[src/rtl/strop_pkg.sv]
package strop_pkg;
  typedef enum logic [2:0] {OP_MOVE = 3'd0, OP_LOAD = 3'd1, OP_STORE = 3'd2,
                            OP_SCAN = 3'd3, OP_CMP = 3'd4} op_e;
  typedef enum logic [1:0] {REP_NONE = 2'd0, REP_EQ = 2'd1, REP_NE = 2'd2} rep_e;
  typedef enum logic [1:0] {SEG_DATA = 2'd0, SEG_EXTRA = 2'd1, SEG_OVR = 2'd2} seg_e;
  typedef enum logic [2:0] {ST_IDLE, ST_CHECK, ST_RSRC, ST_RDST, ST_WDST, ST_STEP} st_e;
endpackage

[src/rtl/strop_idx_step.sv]
// Constant-offset index adder: +/- 1 for bytes, +/- bytes-per-word for words.
module strop_idx_step #(
  parameter int AW = 16,
  parameter int DW = 16
) (
  input  logic [AW-1:0] cur,
  input  logic          wide,
  input  logic          dir,
  output logic [AW-1:0] nxt
);
  localparam int WB = DW / 8;
  logic [AW-1:0] stp;
  assign stp = wide ? AW'(WB) : AW'(1);
  assign nxt = dir ? (cur - stp) : (cur + stp);
endmodule

[src/rtl/strop_lane_cmp.sv]
// Per-byte-lane equality; a byte operation looks at lane 0 only.
module strop_lane_cmp #(
  parameter int DW = 16
) (
  input  logic [DW-1:0] a,
  input  logic [DW-1:0] b,
  input  logic          wide,
  output logic          eq
);
  localparam int NL = DW / 8;
  logic [NL-1:0] lane;
  for (genvar i = 0; i < NL; i++) begin : g_lane
    assign lane[i] = (a[8*i +: 8] == b[8*i +: 8]);
  end
  assign eq = wide ? (&lane) : lane[0];
endmodule

[src/rtl/strop_term.sv]
// End-of-element decision: finish outranks a pending interrupt.
module strop_term
  import strop_pkg::*;
(
  input  rep_e rep,
  input  logic is_cmp,
  input  logic cnt_last,
  input  logic eq,
  input  logic irq,
  output logic finish,
  output logic take_irq
);
  logic early;
  always_comb begin
    early = 1'b0;
    if (is_cmp) begin
      if (rep == REP_EQ) early = !eq;
      else if (rep == REP_NE) early = eq;
    end
    finish   = cnt_last || early;
    take_irq = !finish && irq;
  end
endmodule

[src/rtl/strop_seq.sv]
module strop_seq
  import strop_pkg::*;
#(
  parameter int AW = 16,
  parameter int DW = 16,
  parameter int CW = 16
) (
  input  logic          clk,
  input  logic          rst,
  input  logic          start,
  input  logic [2:0]    op,
  input  logic          wide,
  input  logic [1:0]    rep,
  input  logic          seg_ovr,
  input  logic          dir,
  input  logic          irq,
  input  logic [CW-1:0] cnt_in,
  input  logic [AW-1:0] src_in,
  input  logic [AW-1:0] dst_in,
  input  logic [DW-1:0] acc_in,
  output logic          mem_req,
  output logic          mem_we,
  output logic [1:0]    mem_seg,
  output logic [AW-1:0] mem_addr,
  output logic          mem_wide,
  output logic [DW-1:0] mem_wdata,
  input  logic [DW-1:0] mem_rdata,
  input  logic          mem_ready,
  output logic          done,
  output logic          intr,
  output logic [1:0]    pc_back,
  output logic          zf,
  output logic [CW-1:0] cnt_out,
  output logic [AW-1:0] src_out,
  output logic [AW-1:0] dst_out,
  output logic [DW-1:0] acc_out
);
  st_e           st_q;
  op_e           op_q;
  rep_e          rep_q;
  logic          wide_q, ovr_q, dir_q, eq_q;
  logic [CW-1:0] cnt_q;
  logic [AW-1:0] src_q, dst_q;
  logic [DW-1:0] acc_q, tmp_q;

  logic [AW-1:0] src_nx, dst_nx;
  logic          lane_eq, finish, take_irq;
  logic [DW-1:0] cmp_a;
  logic          busy_w, rep_none_w;

  assign busy_w     = (st_q != ST_IDLE);
  assign rep_none_w = (rep_q == REP_NONE);

  strop_idx_step #(.AW(AW), .DW(DW)) u_src_step (
    .cur(src_q), .wide(wide_q), .dir(dir_q), .nxt(src_nx));
  strop_idx_step #(.AW(AW), .DW(DW)) u_dst_step (
    .cur(dst_q), .wide(wide_q), .dir(dir_q), .nxt(dst_nx));

  assign cmp_a = (op_q == OP_SCAN) ? acc_q : tmp_q;
  strop_lane_cmp #(.DW(DW)) u_cmp (
    .a(cmp_a), .b(mem_rdata), .wide(wide_q), .eq(lane_eq));

  strop_term u_term (
    .rep(rep_q),
    .is_cmp((op_q == OP_SCAN) || (op_q == OP_CMP)),
    .cnt_last(cnt_q == CW'(1)),
    .eq(eq_q),
    .irq(irq),
    .finish(finish),
    .take_irq(take_irq));

  // Memory port: a pure function of registered state.
  always_comb begin
    mem_req   = (st_q == ST_RSRC) || (st_q == ST_RDST) || (st_q == ST_WDST);
    mem_we    = (st_q == ST_WDST);
    mem_addr  = (st_q == ST_RSRC) ? src_q : dst_q;
    mem_seg   = (st_q == ST_RSRC) ? (ovr_q ? SEG_OVR : SEG_DATA) : SEG_EXTRA;
    mem_wide  = wide_q;
    mem_wdata = (op_q == OP_MOVE) ? tmp_q : acc_q;
  end

  always_ff @(posedge clk) begin
    if (rst) begin
      st_q    <= ST_IDLE;
      op_q    <= OP_MOVE;
      rep_q   <= REP_NONE;
      wide_q  <= 1'b0;
      ovr_q   <= 1'b0;
      dir_q   <= 1'b0;
      eq_q    <= 1'b0;
      cnt_q   <= '0;
      src_q   <= '0;
      dst_q   <= '0;
      acc_q   <= '0;
      tmp_q   <= '0;
      done    <= 1'b0;
      intr    <= 1'b0;
      pc_back <= 2'd0;
    end else begin
      done <= 1'b0;
      case (st_q)
        ST_IDLE: if (start) begin
          op_q    <= op_e'(op);
          rep_q   <= rep_e'(rep);
          wide_q  <= wide;
          ovr_q   <= seg_ovr;
          dir_q   <= dir;
          cnt_q   <= cnt_in;
          src_q   <= src_in;
          dst_q   <= dst_in;
          acc_q   <= acc_in;
          intr    <= 1'b0;
          pc_back <= 2'd0;
          st_q    <= ST_CHECK;
        end
        ST_CHECK: begin
          if (rep_q != REP_NONE && cnt_q == '0) begin
            done <= 1'b1;
            st_q <= ST_IDLE;
          end else begin
            case (op_q)
              OP_STORE: st_q <= ST_WDST;
              OP_SCAN:  st_q <= ST_RDST;
              default:  st_q <= ST_RSRC;
            endcase
          end
        end
        ST_RSRC: if (mem_ready) begin
          src_q <= src_nx;
          tmp_q <= mem_rdata;
          case (op_q)
            OP_LOAD: begin
              acc_q <= wide_q ? mem_rdata : {acc_q[DW-1:8], mem_rdata[7:0]};
              st_q  <= ST_STEP;
            end
            OP_CMP:  st_q <= ST_RDST;
            default: st_q <= ST_WDST;
          endcase
        end
        ST_RDST: if (mem_ready) begin
          dst_q <= dst_nx;
          eq_q  <= lane_eq;
          st_q  <= ST_STEP;
        end
        ST_WDST: if (mem_ready) begin
          dst_q <= dst_nx;
          st_q  <= ST_STEP;
        end
        ST_STEP: begin
          if (rep_q == REP_NONE) begin
            done <= 1'b1;
            st_q <= ST_IDLE;
          end else begin
            cnt_q <= cnt_q - CW'(1);
            if (finish) begin
              done <= 1'b1;
              st_q <= ST_IDLE;
            end else if (take_irq) begin
              done    <= 1'b1;
              intr    <= 1'b1;
              pc_back <= ovr_q ? 2'd2 : 2'd1;
              st_q    <= ST_IDLE;
            end else begin
              st_q <= ST_CHECK;
            end
          end
        end
        default: st_q <= ST_IDLE;
      endcase
    end
  end

  assign zf      = eq_q;
  assign cnt_out = cnt_q;
  assign src_out = src_q;
  assign dst_out = dst_q;
  assign acc_out = acc_q;
endmodule

[config.mk]
export PLATFORM = sky130hd
export DESIGN_NAME = strop_seq
export DESIGN_NICKNAME = d
export VERILOG_FILES = /design/src/rtl/strop_pkg.sv /design/src/rtl/strop_idx_step.sv /design/src/rtl/strop_lane_cmp.sv /design/src/rtl/strop_term.sv /design/src/rtl/strop_seq.sv
export SDC_FILE = /design/constraint.sdc
export NUM_CORES = 1
export LEC_CHECK = 0
export BUFFER_PORTS_ARGS = -buffer_cell sky130_fd_sc_hd__buf_2
export CAP_MARGIN = 20
export CORE_MARGIN = 4
export CORE_UTILIZATION = 57
export DETAILED_ROUTE_END_ITERATION = 16
export PLACE_DENSITY = 0.87
export SYNTH_ARGS = -nofsm -noshare
export SYNTH_HDL_FRONTEND = slang
export SYNTH_SLANG_ARGS = --single-unit
export TNS_END_PERCENT = 20
[constraint.sdc]
create_clock -name clk -period 7.15 [get_ports clk]
set_input_delay 0.715 -clock clk [delete_from_list [all_inputs] [get_ports clk]]
set_output_delay 0.715 -clock clk [all_outputs]
set_load 0.005 [all_outputs]
# Word-level counts from Yosys, hierarchy flattened
# Cells that the tools add are included.
dict set report word_totals {
  register_bits 96
  inputBits 93
  out_inout_bits 106
}
dict set report classes {
  add_sub_neg 5
  eq_ne 22
  mux 52
  n_reduce_logical 28
}
# operator count
set op_table {}
lappend op_table {{16-bit 2-to-1 mux} 15}
lappend op_table {{16-bit one-hot mux with 2 select lines} 4}
lappend op_table {{16-bit adder} 2}
lappend op_table {{16-bit subtractor} 2}
lappend op_table {{16-bit by 1-bit == test with 1-bit output (second input constant)} 1}
lappend op_table {{8-bit == test} 2}
lappend op_table {{16-bit zero test} 1}
lappend op_table {{2-bit 2-to-1 mux} 8}
lappend op_table {{16-bit by 1-bit subtractor with 16-bit output (second input constant)} 1}
lappend op_table {{1-bit 2-to-1 mux} 15}
lappend op_table {{3-bit one-hot mux with 5 select lines} 1}
lappend op_table {{3-bit by 2-bit == test with 1-bit output (second input constant)} 4}
lappend op_table {{3-bit 2-to-1 mux} 4}
lappend op_table {{2-bit != test (second input constant)} 6}
lappend op_table {{3-bit one-hot mux with 2 select lines} 2}
lappend op_table {{3-bit AND reduction} 4}
lappend op_table {{5-bit AND reduction} 2}
lappend op_table {{3-bit == test (second input constant)} 3}
lappend op_table {{2-bit AND reduction} 4}
lappend op_table {{2-bit nonzero test} 4}
lappend op_table {{3-bit by 1-bit == test with 1-bit output (second input constant)} 2}
lappend op_table {{3-bit zero test} 2}
lappend op_table {{1-bit logical OR} 4}
lappend op_table {{2-bit by 1-bit != test with 1-bit output (second input constant)} 2}
lappend op_table {{other kinds (9)} 12}

# Depth between registers and ports, before layout
dict set report depth {
  word_depth 11
  depth_mapped 12
}

# Hierarchy
# From an unflattened synthesis, not the netlist that was laid out.
dict set report unflattened {
  cells_unflattened 890
  hier_area_um2 7041.8
}
# mod n_inst cells_per_inst area_per_inst_um2 seq_area_each_um2
set modules_own_cells {}
lappend modules_own_cells {strop_seq 1 670 5380.2 1921.8}
lappend modules_own_cells {{strop_idx_step at u_src_step} 1 96 730.7 0.0}
lappend modules_own_cells {{strop_idx_step at u_dst_step} 1 97 710.7 0.0}
lappend modules_own_cells {strop_lane_cmp 1 22 176.4 0.0}
lappend modules_own_cells {strop_term 1 5 43.8 0.0}

# Least setup slack after synthesis
# Ideal clock, no wire load.
dict set report synth_timing {
  path_kind {register -> register}
  from {register dir_q}
  to {register dst_q[14] (netlist: dst_out[14])}
  arrival_time_ns 3.003
  t_required_ns 7.076
  path_slack_ns 4.073
  path_stages_with_launch 11
  path_buffers 0
  path_cell_list {dfxtp_1 nor2b_2 xor2_1 ha_1 or3_4 o221ai_2 o21ai_2 a41oi_2 o21ai_2 or4b_1 a31oi_1}
}
dict set report synth_via {
  elab_chain_cells 3
}
# element line
set synth_lines {}
lappend synth_lines {{start: declaration} strop_seq.sv:41} ;# logic wide_q, ovr_q, dir_q, eq_q;
lappend synth_lines {{start signal: assignment} strop_seq.sv:107} ;# dir_q <= dir;
lappend synth_lines {{16-bit 2-to-1 mux} strop_idx_step.sv:14} ;# assign nxt = dir ? (cur - stp) : (cur + stp);
lappend synth_lines {{16-bit 2-to-1 mux} {strop_seq.sv:140, strop_seq.sv:145}}
lappend synth_lines {{16-bit one-hot mux with 2 select lines} strop_seq.sv:101} ;# case (st_q)
lappend synth_lines {{end signal: assignment} strop_seq.sv:110} ;# dst_q <= dst_in;
lappend synth_lines {{end signal: assignment} strop_seq.sv:141} ;# dst_q <= dst_nx;
lappend synth_lines {{end signal: assignment} strop_seq.sv:146} ;# dst_q <= dst_nx;
lappend synth_lines {{end: declaration} strop_seq.sv:43} ;# logic [AW-1:0] src_q, dst_q;
# No other way between the ends. The select of a mux whose other input is x is not followed.
# A chain may end at the register's enable or synchronous reset.

# Worst setup path after layout
dict set report layout_timing {
  from {register st_q[2]}
  to {output mem_addr[8]}
}
dict set report layout_via {
  elab_chain_cells 2
}
# element line
set layout_lines {}
lappend layout_lines {{start: declaration} strop_seq.sv:38} ;# st_e st_q;
lappend layout_lines {{start signal: assignment} strop_seq.sv:84} ;# st_q <= ST_IDLE;
lappend layout_lines {{start signal: assignment} strop_seq.sv:114} ;# st_q <= ST_CHECK;
lappend layout_lines {{start signal: assignment} strop_seq.sv:119} ;# st_q <= ST_IDLE;
lappend layout_lines {{3-bit by 2-bit == test with 1-bit output} strop_seq.sv:76} ;# mem_addr = (st_q == ST_RSRC) ? src_q : dst_q;
lappend layout_lines {{16-bit 2-to-1 mux} strop_seq.sv:76}
lappend layout_lines {{end: declaration} strop_seq.sv:24} ;# output logic [AW-1:0] mem_addr,
# No other way between the ends.

==> out/results.txt <==
Clock tree synthesis found a total of 96 sinks. The run gives 1 as the number of antenna violations at the first check in global routing. Once the floorplan was initialized, standard cells occupied 59.2% of the core. Routability-driven placement congestion ratio: 0.877.

The die is 118 microns tall. The startpoint identified for the worst hold timing path is dir_q. The path with the worst hold slack has its endpoint at dir_q. Registers are responsible for 30.3% of the overall power. Setup total negative slack on the finished layout was measured at 0 ps.

The library cell occupying the most area in the post-synthesis netlist was sky130_fd_sc_hd__dfxtp_1. The setup slack of the most critical reg-to-reg path is 3890 ps. After synthesis, the most frequently instantiated cells are sky130_fd_sc_hd__nand2_1 (202), sky130_fd_sc_hd__dfxtp_1 (96), sky130_fd_sc_hd__nor2_1 (91). The logs give 0.00685 sq mm for the post-synthesis instance area and 77 for the count of cell types in the netlist.

The clock passes through at most 2 buffers. At the pin with the least slew margin, the transition time is 1040 ps. Entering global routing, the biggest net connects 54 pins.

Sorting the synthesized cells by area gives the leading types as sky130_fd_sc_hd__dfxtp_1 (28%), sky130_fd_sc_hd__nand2_1 (11%), sky130_fd_sc_hd__a21oi_1 (6.1%). The quantity of hold-fixing buffers added after cts is 0. The run gives 7,376 as the via count of the first global-routing pass.

0 antenna diodes ended up in the layout. Leading cell type by number of instances after synthesis: sky130_fd_sc_hd__nand2_1. The tools report the total power of the final layout as 3.12 mW. For this design the ratio of total power to cell area is 380 mW/mm^2. The clock insertion delay at the later pin of the skew report was 350 ps. The run gives 0 as the post-detailed-route DRC marker count.

Total die area: 0.0138 sq mm. The worst path needs 3310 ps of the cycle, external delays included. The remaining global-route overflow is 0. In this run the static leakage power is 3.80 nW.

Setup repair after global routing left no endpoint under its margin. Net switching is 46.0% of the power. In the global route stage, overall resource usage came out at 29.3%.

Yosys printed 0 warnings. The run finished with clean final reports. The run gives 0 as the final count of hold timing violations. The critical path is of the flip-flop to output pin type. For the data arrival time at the worst-slack endpoint, the log shows 2600 ps. The clock tree skew after final layout came out at 7.15 ps. The total non-filler cell area in the finished layout was 0.00821 sq mm; the area share of the largest cell type after synthesis was 28.1%.

The startpoint identified for the worst register-to-register timing path is st_q[2]. The fraction of the core area covered by cells at the end of the flow came out at 71.0%. The run gives 753 as the count of routing violations after the opening detailed-route iteration. The tools report the number of slew-limit violations in the final report as 0.

For this block, the routed nets add up to 21,200 microns of wire. After the last flow step, the layout net total stands at 1,242. The number of detailed-route iterations in the first pass was 5. The H-tree generated during clock tree synthesis spans 3 levels. The final clock period utilization by the worst path was 46.3%; the remaining antenna violation count was 0. TritonCTS built the clock tree.

The logs give 6430 ps for the required time of the critical path and 53.7% for the logic gate share of total power. The tools report the master cell of the clock root buffer as sky130_fd_sc_hd__clkbuf_16. The worst-case headroom to the max-slew limit was 30.4%; the number of setup buffers added after CTS was 0. The type of origin of the critical path is a flip-flop. The site row count was 39. The run gives 28.1% as the sequential fraction of the synthesis area. The first global-routing pass estimated 34,500 microns of wire. For this design the total switching power over the nets is 1.44 mW. The worst register-to-register path ends at acc_out[14].

The worst setup path is captured at an output pin. The max capacitance violation total was 0; the clock slew at the register clock pins of the worst setup and hold paths was 70 ps. The mean routed wirelength per cell is 16.8 microns.

Clock buffer count from CTS: 9. The number of enable flip-flop cells after synthesis is 0. The depth of the worst register-to-register path is 10, and the number of vias per cell is 6.15. The HPWL after detailed placement is 15,200 microns. Counting every net in the synthesized netlist gives 1,080. For this design the top-level I/O count stands at 199. The floorplan step set the die width to 118 microns. Along the worst path, the maximum fanout reaches 46. Across all layers, the routed design uses 7,778 vias. The layout cell share with drive strength beyond 1 was 22.7%; the number of port buffers was 198.

Among all flip-flop cells after synthesis, the most frequent one is sky130_fd_sc_hd__dfxtp_1. The hold path depth is 2. The post-synthesis to final-layout area growth came out at 19.8%.

The post-cts resize count was 0. The path category of the worst min-delay check is flip-flop to flip-flop. The area of the core is 0.0116 sq mm. The share of total power dissipated in the clock network is 16.0%.

Based on the critical path, the design can be clocked at up to 302 MHz. For the total setup violations reported at the end of the flow, the log shows 0. The placed instances occupy a cell area of 0.00788 sq mm.

VDD sags by at most 0.201 mV. For the internal cell power, the log shows 1.68 mW. Mean area per synthesized cell: 7.18 sq um. After technology mapping, the gate count stands at 954. In the synthesized netlist the async set-or-reset flop fraction comes to 0%.

Synthesis inferred 96 register bits.
logic make-up (layout without fill, tap and decap cells):
kind of cell | count (synthesis) | after routing | synth area share [%]
compound gates | 279 | 279 | 26.8
xor+xnor | 31 | 31 | 3.96
fa+ha+maj | 34 | 34 | 6.17
buf+inv | 88 | 255 | 4.95
flops | 96 | 96 | 28.1
mux | 26 | 26 | 4.02
simple gates | 400 | 400 | 26.0
cell type report:
cell class              count  area (sq um)
multi-input cells         770          4610
clock buffers              12           246
well taps                 143           179
repair buffers            208          1080
clock inverters             4          52.6
fillers                  1001          3360
flip-flops and latches     96          1920
inverters                  31           116
registers in the layout, summed over array words and instances, names as in the netlist, 2 cells and up:
register  flops
tmp_q        16
op_q          3
dst_out      16
pc_back       2
acc_out      16
src_out      16
rep_q         2
cnt_out      16
st_q          3
layer usage:
| metal | global-route usage [%] | vias up | part of all wire (%) |
|---|---|---|---|
| met1 | 35.4 | 3624 | 41 |
| met5 | 0 | - | 0.061 |
| li1 | - | 3751 | - |
| met4 | 13.8 | 2 | 3.7 |
| met3 | 5.86 | 63 | 7.7 |
| met2 | 49.9 | 338 | 48 |
per-stage QoR:
step           setup WS, ps  cells  hold WS (ps)
2_1_floorplan          4070    954           446
3_3_place_gp           3530   1246           450
3_5_place_dp           3440   1246           453
4_1_cts                3360   1262           465
5_1_grt                3590   1264           498
6_report               3840   1264           465
worst max path at each step:
stage | startpoint | end | slack, ps | cells after the start
5_1_grt | st_q[2] | acc_out[13] | 3590 | 10
6_report | st_q[2] | mem_addr[8] | 3840 | 9
4_1_cts | st_q[1] | mem_addr[15] | 3360 | 6
3_5_place_dp | st_q[1] | src_out[12] | 3440 | 7
2_1_floorplan | dir_q | dst_out[14] | 4070 | 10
3_3_place_gp | st_q[1] | src_out[12] | 3530 | 7
placed cells by master (no fill, tap or decap), types with 4 or more instances in the layout:
| master | count |
|---|---|
| sky130_fd_sc_hd__nand2_1 | 202 |
| sky130_fd_sc_hd__buf_2 | 198 |
| sky130_fd_sc_hd__dfxtp_1 | 96 |
| sky130_fd_sc_hd__nor2_1 | 90 |
| sky130_fd_sc_hd__a21oi_1 | 84 |
| sky130_fd_sc_hd__o21ai_0 | 51 |
| sky130_fd_sc_hd__ha_1 | 33 |
| sky130_fd_sc_hd__inv_1 | 30 |
| sky130_fd_sc_hd__a311oi_1 | 29 |
| sky130_fd_sc_hd__nor3_1 | 21 |
| sky130_fd_sc_hd__nand3_1 | 20 |
| sky130_fd_sc_hd__xnor2_1 | 18 |
| sky130_fd_sc_hd__a211oi_1 | 18 |
| sky130_fd_sc_hd__mux2i_1 | 14 |
| sky130_fd_sc_hd__xor2_1 | 13 |
| sky130_fd_sc_hd__a31oi_1 | 13 |
| sky130_fd_sc_hd__mux2_2 | 12 |
| sky130_fd_sc_hd__a21o_1 | 9 |
| sky130_fd_sc_hd__clkbuf_16 | 9 |
| sky130_fd_sc_hd__buf_4 | 9 |
| sky130_fd_sc_hd__a22oi_1 | 8 |
| sky130_fd_sc_hd__and2_1 | 7 |
| sky130_fd_sc_hd__o22ai_1 | 7 |
| sky130_fd_sc_hd__nor4_1 | 7 |
| sky130_fd_sc_hd__nor3b_1 | 6 |
| sky130_fd_sc_hd__o211ai_1 | 5 |
| sky130_fd_sc_hd__o31ai_1 | 5 |
| sky130_fd_sc_hd__nand2b_1 | 5 |
| sky130_fd_sc_hd__nand3b_1 | 4 |
| sky130_fd_sc_hd__nand4_1 | 4 |
| sky130_fd_sc_hd__and3_1 | 4 |
| sky130_fd_sc_hd__o21a_1 | 4 |
| sky130_fd_sc_hd__o31a_1 | 4 |
| sky130_fd_sc_hd__o21bai_1 | 4 |
critical path, cell delays in order (launching register included):
cell	delay, ps
sky130_fd_sc_hd__dfxtp_1	650
sky130_fd_sc_hd__inv_1	130
sky130_fd_sc_hd__nand2_1	160
sky130_fd_sc_hd__nor2_4	60
sky130_fd_sc_hd__buf_12	210
sky130_fd_sc_hd__inv_2	230
sky130_fd_sc_hd__buf_4	460
sky130_fd_sc_hd__nand2_1	120
sky130_fd_sc_hd__nand2_1	80
sky130_fd_sc_hd__buf_2	100
power groups by stage:
stage,clock [mW],sequential [mW],combinational (mW)
finish,0.498,0.946,1.68
global route,0.526,0.973,1.87
CTS,0.501,0.939,1.66
detailed placement,0,0.949,1.64
global placement,0,0.943,1.60
floorplan,0,0.887,1.14
Note: power is estimated with default switching activity, not from simulation.
